--- src/rtl/xbus_pkg.sv ---
package xbus_pkg;

    typedef enum logic [2:0] {
        ST_IDLE,
        ST_ALE,
        ST_ADDR,
        ST_STROBE,
        ST_RECOVER
    } xbus_state_e;

endpackage

--- src/rtl/xbus_tick.sv ---
module xbus_tick (
    input  logic clk,
    input  logic rst,
    input  logic dbl_speed,
    output logic tick
);
    logic phase_q;

    always_ff @(posedge clk) begin
        if (rst) phase_q <= 1'b0;
        else     phase_q <= ~phase_q;
    end

    assign tick = dbl_speed | phase_q;
endmodule

--- src/rtl/xbus_hi_sel.sv ---
module xbus_hi_sel #(
    parameter int DW = 8
) (
    input  logic          wide,
    input  logic          page_mode,
    input  logic [DW-1:0] ptr_hi,
    input  logic [DW-1:0] latch,
    output logic [DW-1:0] hi
);
    always_comb begin
        if (wide && !page_mode) hi = ptr_hi;
        else                    hi = latch;
    end
endmodule

--- src/rtl/xbus_seq.sv ---
module xbus_seq
    import xbus_pkg::*;
#(
    parameter int SHORT_STROBE = 3,
    parameter int LONG_STROBE  = 15
) (
    input  logic        clk,
    input  logic        rst,
    input  logic        tick,
    input  logic        start,
    input  logic        stretch,
    output xbus_state_e state,
    output logic        strobe_last
);
    localparam int CW = $clog2(LONG_STROBE + 1);
    localparam logic [CW-1:0] SHORT_LOAD = CW'(SHORT_STROBE - 1);
    localparam logic [CW-1:0] LONG_LOAD  = CW'(LONG_STROBE - 1);

    xbus_state_e   state_q, state_d;
    logic [CW-1:0] cnt_q, cnt_d;

    always_comb begin
        state_d = state_q;
        cnt_d   = cnt_q;
        if (tick) begin
            unique case (state_q)
                ST_IDLE:    if (start) state_d = ST_ALE;
                ST_ALE:     state_d = ST_ADDR;
                ST_ADDR: begin
                    state_d = ST_STROBE;
                    cnt_d   = stretch ? LONG_LOAD : SHORT_LOAD;
                end
                ST_STROBE: begin
                    if (cnt_q == '0) state_d = ST_RECOVER;
                    else             cnt_d   = cnt_q - 1'b1;
                end
                ST_RECOVER: state_d = ST_IDLE;
                default:    state_d = ST_IDLE;
            endcase
        end
    end

    always_ff @(posedge clk) begin
        if (rst) begin
            state_q <= ST_IDLE;
            cnt_q   <= '0;
        end else begin
            state_q <= state_d;
            cnt_q   <= cnt_d;
        end
    end

    assign state       = state_q;
    assign strobe_last = (state_q == ST_STROBE) && (cnt_q == '0);
endmodule

--- src/rtl/xbus_ctrl.sv ---
module xbus_ctrl
    import xbus_pkg::*;
#(
    parameter int DW           = 8,
    parameter int SHORT_STROBE = 3,
    parameter int LONG_STROBE  = 15
) (
    input  logic          clk,
    input  logic          rst,
    input  logic          dbl_speed,
    input  logic          stretch_en,
    input  logic          page_mode,
    input  logic [DW-1:0] port2_latch,
    input  logic          req_valid,
    input  logic          req_write,
    input  logic          req_wide,
    input  logic [DW-1:0] req_lo,
    input  logic [DW-1:0] req_hi,
    input  logic [DW-1:0] req_wdata,
    output logic          busy,
    output logic          done,
    output logic [DW-1:0] rdata,
    output logic          ale,
    output logic          rd_n,
    output logic          wr_n,
    output logic [DW-1:0] p0_out,
    output logic          p0_oe,
    input  logic [DW-1:0] p0_in,
    output logic [DW-1:0] p2_out
);
    logic          tick;
    logic          accept;
    logic          strobe_last;
    xbus_state_e   state;
    logic [DW-1:0] hi_sel;

    logic          wr_q;
    logic          stretch_q;
    logic [DW-1:0] lo_q;
    logic [DW-1:0] hi_q;
    logic [DW-1:0] wdata_q;
    logic [DW-1:0] rdata_q;
    logic          done_q;

    xbus_tick u_tick (
        .clk       (clk),
        .rst       (rst),
        .dbl_speed (dbl_speed),
        .tick      (tick)
    );

    xbus_hi_sel #(.DW(DW)) u_hi_sel (
        .wide      (req_wide),
        .page_mode (page_mode),
        .ptr_hi    (req_hi),
        .latch     (port2_latch),
        .hi        (hi_sel)
    );

    assign accept = tick && (state == ST_IDLE) && req_valid;

    xbus_seq #(
        .SHORT_STROBE (SHORT_STROBE),
        .LONG_STROBE  (LONG_STROBE)
    ) u_seq (
        .clk         (clk),
        .rst         (rst),
        .tick        (tick),
        .start       (req_valid),
        .stretch     (stretch_q),
        .state       (state),
        .strobe_last (strobe_last)
    );

    // request capture at acceptance
    always_ff @(posedge clk) begin
        if (rst) begin
            wr_q      <= 1'b0;
            stretch_q <= 1'b0;
            lo_q      <= '0;
            hi_q      <= '0;
            wdata_q   <= '0;
        end else if (accept) begin
            wr_q      <= req_write;
            stretch_q <= stretch_en;
            lo_q      <= req_lo;
            hi_q      <= hi_sel;
            wdata_q   <= req_wdata;
        end
    end

    // read sample on the last strobe bus clock, completion pulse
    always_ff @(posedge clk) begin
        if (rst) begin
            rdata_q <= '0;
            done_q  <= 1'b0;
        end else begin
            if (tick && strobe_last && !wr_q) rdata_q <= p0_in;
            done_q <= tick && (state == ST_RECOVER);
        end
    end

    // bus outputs from state
    always_comb begin
        ale    = 1'b0;
        rd_n   = 1'b1;
        wr_n   = 1'b1;
        p0_oe  = 1'b0;
        p0_out = wdata_q;
        p2_out = hi_q;
        unique case (state)
            ST_IDLE: begin
                p2_out = port2_latch;
            end
            ST_ALE: begin
                ale    = 1'b1;
                p0_oe  = 1'b1;
                p0_out = lo_q;
            end
            ST_ADDR: begin
                p0_oe  = 1'b1;
                p0_out = lo_q;
            end
            ST_STROBE: begin
                rd_n  = wr_q;
                wr_n  = !wr_q;
                p0_oe = wr_q;
            end
            ST_RECOVER: begin
                p0_oe = wr_q;
            end
            default: begin
                p2_out = port2_latch;
            end
        endcase
    end

    assign busy  = (state != ST_IDLE);
    assign done  = done_q;
    assign rdata = rdata_q;
endmodule

--- config.mk ---
export PLATFORM = sky130hd
export DESIGN_NAME = xbus_ctrl
export DESIGN_NICKNAME = d
export VERILOG_FILES = /design/src/rtl/xbus_pkg.sv /design/src/rtl/xbus_tick.sv /design/src/rtl/xbus_hi_sel.sv /design/src/rtl/xbus_seq.sv /design/src/rtl/xbus_ctrl.sv
export SDC_FILE = /design/constraint.sdc
export NUM_CORES = 1
export LEC_CHECK = 0
export BUFFER_PORTS_ARGS = -buffer_cell sky130_fd_sc_hd__buf_2
export CAP_MARGIN = 5
export CORE_ASPECT_RATIO = 1.1
export CORE_UTILIZATION = 45
export DETAILED_ROUTE_END_ITERATION = 7
export GPL_ROUTABILITY_DRIVEN = 1
export PLACE_DENSITY = 0.75
export SLEW_MARGIN = 20
export SYNTH_ARGS = -nofsm -noshare
export SYNTH_HDL_FRONTEND = slang
export SYNTH_SLANG_ARGS = --single-unit
--- constraint.sdc ---
create_clock -name clk -period 2.55 [get_ports clk]
set_input_delay 0.3825 -clock clk [delete_from_list [all_inputs] [get_ports clk]]
set_output_delay 0.3825 -clock clk [all_outputs]
set_load 0.02 [all_outputs]
Word level (Yosys, flattened, before mapping)
Cells that the tools add are included.
Word-level totals
  word-level logic and storage cells: 51
  output and inout port bits: 30
  input bits: 48
  register bits: 43
Operators by class
  bitwise logic cells: 2
  reduce and logical (&&, ||, !) cells: 18
  muxes and demuxes: 13
  equality and inequality tests: 7
  $add $sub $neg: 1
Operator list (count)
  8-bit two-way mux: 3
  3-bit case mux with 4 select lines: 1
  4-bit two-way mux: 2
  4-bit case mux with 2 select lines: 1
  1-bit logical AND: 7
  3-bit by 2-bit equality test with 1-bit output, second input constant: 2
  3-bit two-way mux: 2
  2-bit inequality test, second input constant: 3
  3-bit AND reduction: 2
  4-bit logical NOT: 1
  2-bit OR reduction: 2
  4-bit OR reduction: 1
  4-bit by 1-bit subtractor with 4-bit output, second input constant: 1
  3-bit by 1-bit equality test with 1-bit output, second input constant: 1
  3-bit equality test, second input constant: 1
  3-bit logical NOT: 1
  1-bit two-way mux: 3
  3-bit nonzero test: 1
  1-bit logical NOT: 2
  1-bit case mux with 2 select lines: 1
  2-bit nonzero test: 1
  1-bit NOT: 1
  1-bit OR: 1

Logic depth before layout (Yosys ltp)
  depth in word-level cells: 4
  gate-level depth with buffers: 7
  mapped depth without buffers: 6

By module
From an unflattened synthesis, not the netlist that was laid out.
Second synthesis, totals
  cell total of the unflattened synthesis: 231
  area, all modules: 2414.8 µm²
By module, submodules not included
  xbus_ctrl: area an instance 1791.7 µm², cells each 168, times used 1, seq. area each 700.7 µm²
  xbus_seq: area an instance 447.9 µm², cells each 50, times used 1, seq. area each 140.1 µm²
  xbus_hi_sel: area an instance 145.1 µm², cells each 10, times used 1, seq. area each 0.0 µm²
  xbus_tick: area an instance 30.0 µm², cells each 3, times used 1, seq. area each 20.0 µm²

Least setup slack after synthesis
No wires, ideal clock.
  kind: flip-flop to output port
  start: register u_seq.state_q[1], in the netlist u_seq.state[1]
  end: output port p2_out[0]
  stages on the path, launching flop included: 5
  data required time: 2.168 ns
  path slack: 0.646 ns
  buffers on the path: 1
  arrival: 1.522 ns
  cell sequence: dfxtp_1 > buf_2 > nor2_1 > xnor2_1 > mux2_2
Between the ends
  word-level cells in the longest chain between the ends: 3
  elaborated cells between the ends (all ways): 6
  classes of those cells: eq/ne: 4; mux: 1; reduce/logical: 1
RTL lines
  start: declaration: line xbus_seq.sv:19  | xbus_state_e state_q, state_d;
  start signal: assignment: line xbus_seq.sv:48  | state_q <= state_d;
  3-bit equality test, or another cell as far along: line xbus_ctrl.sv:111  | unique case (state)
  4-bit OR reduction (no line) *
  8-bit two-way mux *: line xbus_ctrl.sv:111
  end: declaration: line xbus_ctrl.sv:29  | output logic [DW-1:0] p2_out
Mark *: on every way between the ends. The rest lies on a longest branch, timed or not.

Worst setup path in the final report
  start: register u_seq.state_q[0], in the netlist u_seq.state[0]
  end: output port p0_out[3]
Between the ends
  word-level cells in the longest chain between the ends: 3
  elaborated cells between the ends (all ways): 4
  classes of those cells: eq/ne: 2; mux: 1; reduce/logical: 1
RTL lines
  3-bit by 1-bit equality test with 1-bit output or 3-bit by 2-bit equality test with 1-bit output (tied branches): line xbus_ctrl.sv:111
  2-bit OR reduction (no line) *
  8-bit two-way mux *: line xbus_ctrl.sv:111
  end: declaration: line xbus_ctrl.sv:26  | output logic [DW-1:0] p0_out,
Marks and branches as above.

==> qor.yml <==
path_class: "reg -> out"
cts_tree: "done"
switching_share_pct: 30.2
gp_congestion: 0.791
cp-end-kind: "output pin"
core_region_area_mm2: 0.00408
min_from: "req_wdata[0]"
grt_start_max_net_pins: 35
antenna_found_initial: 0
timing.rr.end: "rdata[1]"
diodes: 0
finalSetupTns_ps: 0
start_util_pct: 48.5
crit_arrival_ps: 1940
p_seq_share_pct: 45.7
p_int_mw: 1.15
syn_avg_cell_area_um2: 8.88
maxSlewViolCount: 0
power.share.combinational_pct: 26.0
vdd_drop_max_v: 0.000330
grt_busiest_layer: "met2"
worstRegToRegCells: 7
grt_setup_unrepaired: "no"
use_met3_pct: 5.89
first_pass_iters: 4
worstSetupStartpoint: "u_seq.state[0]"
grt_pass1_vias: 1668
rows: 24
finClkSkew_ps: 5.21
drt-wirelength-per-cell_um: 12.4
cts_buffers: 5
cp_data_required_time_ps: 2170
die-area_mm2: 0.00467
seq_area_frac_synth_pct: 43.5
maxCapViolCount: 0
die_x_um: 65.2
final.min_clock_period_ps: 2320
reg2reg_slack_ps: 790
vias: 1765
yosys_warnings: 0
die_height_um: 71.6
ctsResizeCount: 0
nNetsFinal: 344
ant_nets: 0
placed_area_mm2: 0.00238
crit_fanout: 10
drtIter0Drc: 81
syn_to_final_growth_pct: 25.4
synth-edff-count: 0
drive_above_1_share_pct: 37.2
portBuffers: 77
clkLatencyLatePin_ps: 290
finalCritPeriodShare_pct: 90.9
synth-seq-cells: 43
synth_fp_nets: 272
min_path_type: "in -> reg"
layout.cells.most_common: "buf_2"
total_power_mw: 1.65
max_freq_mhz: 431
track_usage_pct: 20.0
run_status: "complete, no violations"
setup_violations: 0
wl_mm: 4.33
grt-ovfl-total: 0
synth_area_mm2: 0.00198
pwr-share-clk_pct: 28.2
grt_pass1_wl_mm: 7.22
mostFrequentLayoutCells: "buf_2 (77), dfxtp_1 (43), nand2_1 (41), a21oi_1 (22), nor2_1 (20)"
htreeDepth: 2
cp-endpoint: "p0_out[3]"
start_kind: "flop"
syn_inst: 223
hold_buffers: 0
switchingPower_uw: 497
use_met2_pct: 32.8
synth.distinct_cells: 36
clk_pin_slew_worst_paths_ps: 80
clock-root-buffer: "clkbuf_8"
final-hold-violation-count: 0
cts.sinks: 43
vias_per_cell: 5.07
ys.flop_type: "dfxtp_1"
fin_area_mm2: 0.00248
worst_slew_pin_slew_ps: 701
drcViolationCount: 0
synthArstFlopShare_pct: 0
slew_headroom_pct: 53.1
dp_hpwl_mm: 3.17
pin_count: 78
p_leak_nw: 1.13
global_route.usage.met1_pct: 24.6
rr_startpoint: "u_seq.cnt_q[0]"
post_cts_buffers: 0
cts.path.max_buffers: 2
power_per_cell_area_mw_per_mm2: 664
layout make-up:
class / count / area (um^2)
fillers: 374 / 1600
multi-input cells: 160 / 1030
flip-flops and latches: 43 / 861
repair buffers: 80 / 408
clock buffers: 8 / 100
well taps: 52 / 65.1
inverters: 5 / 18.8
worst min path at each step:
stage	to	slack, ps	cells after the start
final	wdata_q[0]	320	3
after CTS	wdata_q[7]	320	3
after global routing	lo_q[7]	310	3
after global placement	u_tick.phase_q	420	1
after detailed placement	u_tick.phase_q	430	1
after floorplan	u_tick.phase_q	410	1
routing by layer:
layer,vias to the layer above,wire (um)
met2,46,2030
met5,-,0
met1,796,1990
li1,916,-
met3,7,233
met4,0,69
power groups by stage:
| stage | Combinational, mW | Sequential [mW] | Clock [mW] |
|---|---|---|---|
| 3_3_place_gp | 0.426 | 0.767 | 0 |
| 6_report | 0.429 | 0.754 | 0.465 |
| 2_1_floorplan | 0.316 | 0.754 | 0 |
| 3_5_place_dp | 0.430 | 0.769 | 0 |
| 4_1_cts | 0.432 | 0.753 | 0.478 |
| 5_1_grt | 0.469 | 0.761 | 0.505 |
cell families after synthesis:
| family | count (synthesis) | synth area share [%] |
|---|---|---|
| simple gates | 83 | 20.0 |
| flops | 43 | 43.5 |
| xor+xnor | 2 | 0.885 |
| buf+inv | 20 | 4.55 |
| mux | 33 | 17.7 |
| fa+ha+maj | 1 | 0.632 |
| compound gates | 41 | 12.8 |
sequential cells by signal (all words and copies together), names as in the netlist, 3 cells and up:
signal,flops
hi_q,8
lo_q,8
rdata,8
u_seq.cnt_q,4
u_seq.state,3
wdata_q,8
metrics by stage:
stage / setup slack (ps) / util, % / hold slack (ps) / instances
2_1_floorplan: 646 / - / 408 / 223
3_3_place_gp: 511 / 58.3 / 416 / 340
3_5_place_dp: 450 / 58.3 / 434 / 340
4_1_cts: 219 / 60.8 / 315 / 348
5_1_grt: 101 / 60.8 / 314 / 348
6_report: 232 / 60.8 / 324 / 348
cells in the mapped netlist (all sizes together), types with 2 or more instances:
| master | number | area share, % |
|---|---|---|
| and3 | 2 | 0.63 |
| dfxtp | 43 | 43 |
| mux2i | 17 | 8.6 |
| o21ai | 3 | 0.76 |
| a21oi | 22 | 5.6 |
| mux2 | 16 | 9.1 |
| a211oi | 9 | 3.4 |
| inv | 5 | 0.95 |
| xnor2 | 2 | 0.89 |
| nor3 | 5 | 1.3 |
| o31ai | 2 | 0.76 |
| buf | 8 | 2.3 |
| or2 | 2 | 0.63 |
| or3 | 2 | 0.63 |
| nand2 | 41 | 7.8 |
| nor2 | 21 | 4.1 |
| clkbuf | 7 | 1.3 |
worst max-delay path, cell delays in order, from the launching register on:
cell and delay, ps:
dfxtp_1 500, xnor2_1 130, nor2_2 450, mux2_2 400
buf_2 160
Power figures use the tool's default switching activity.
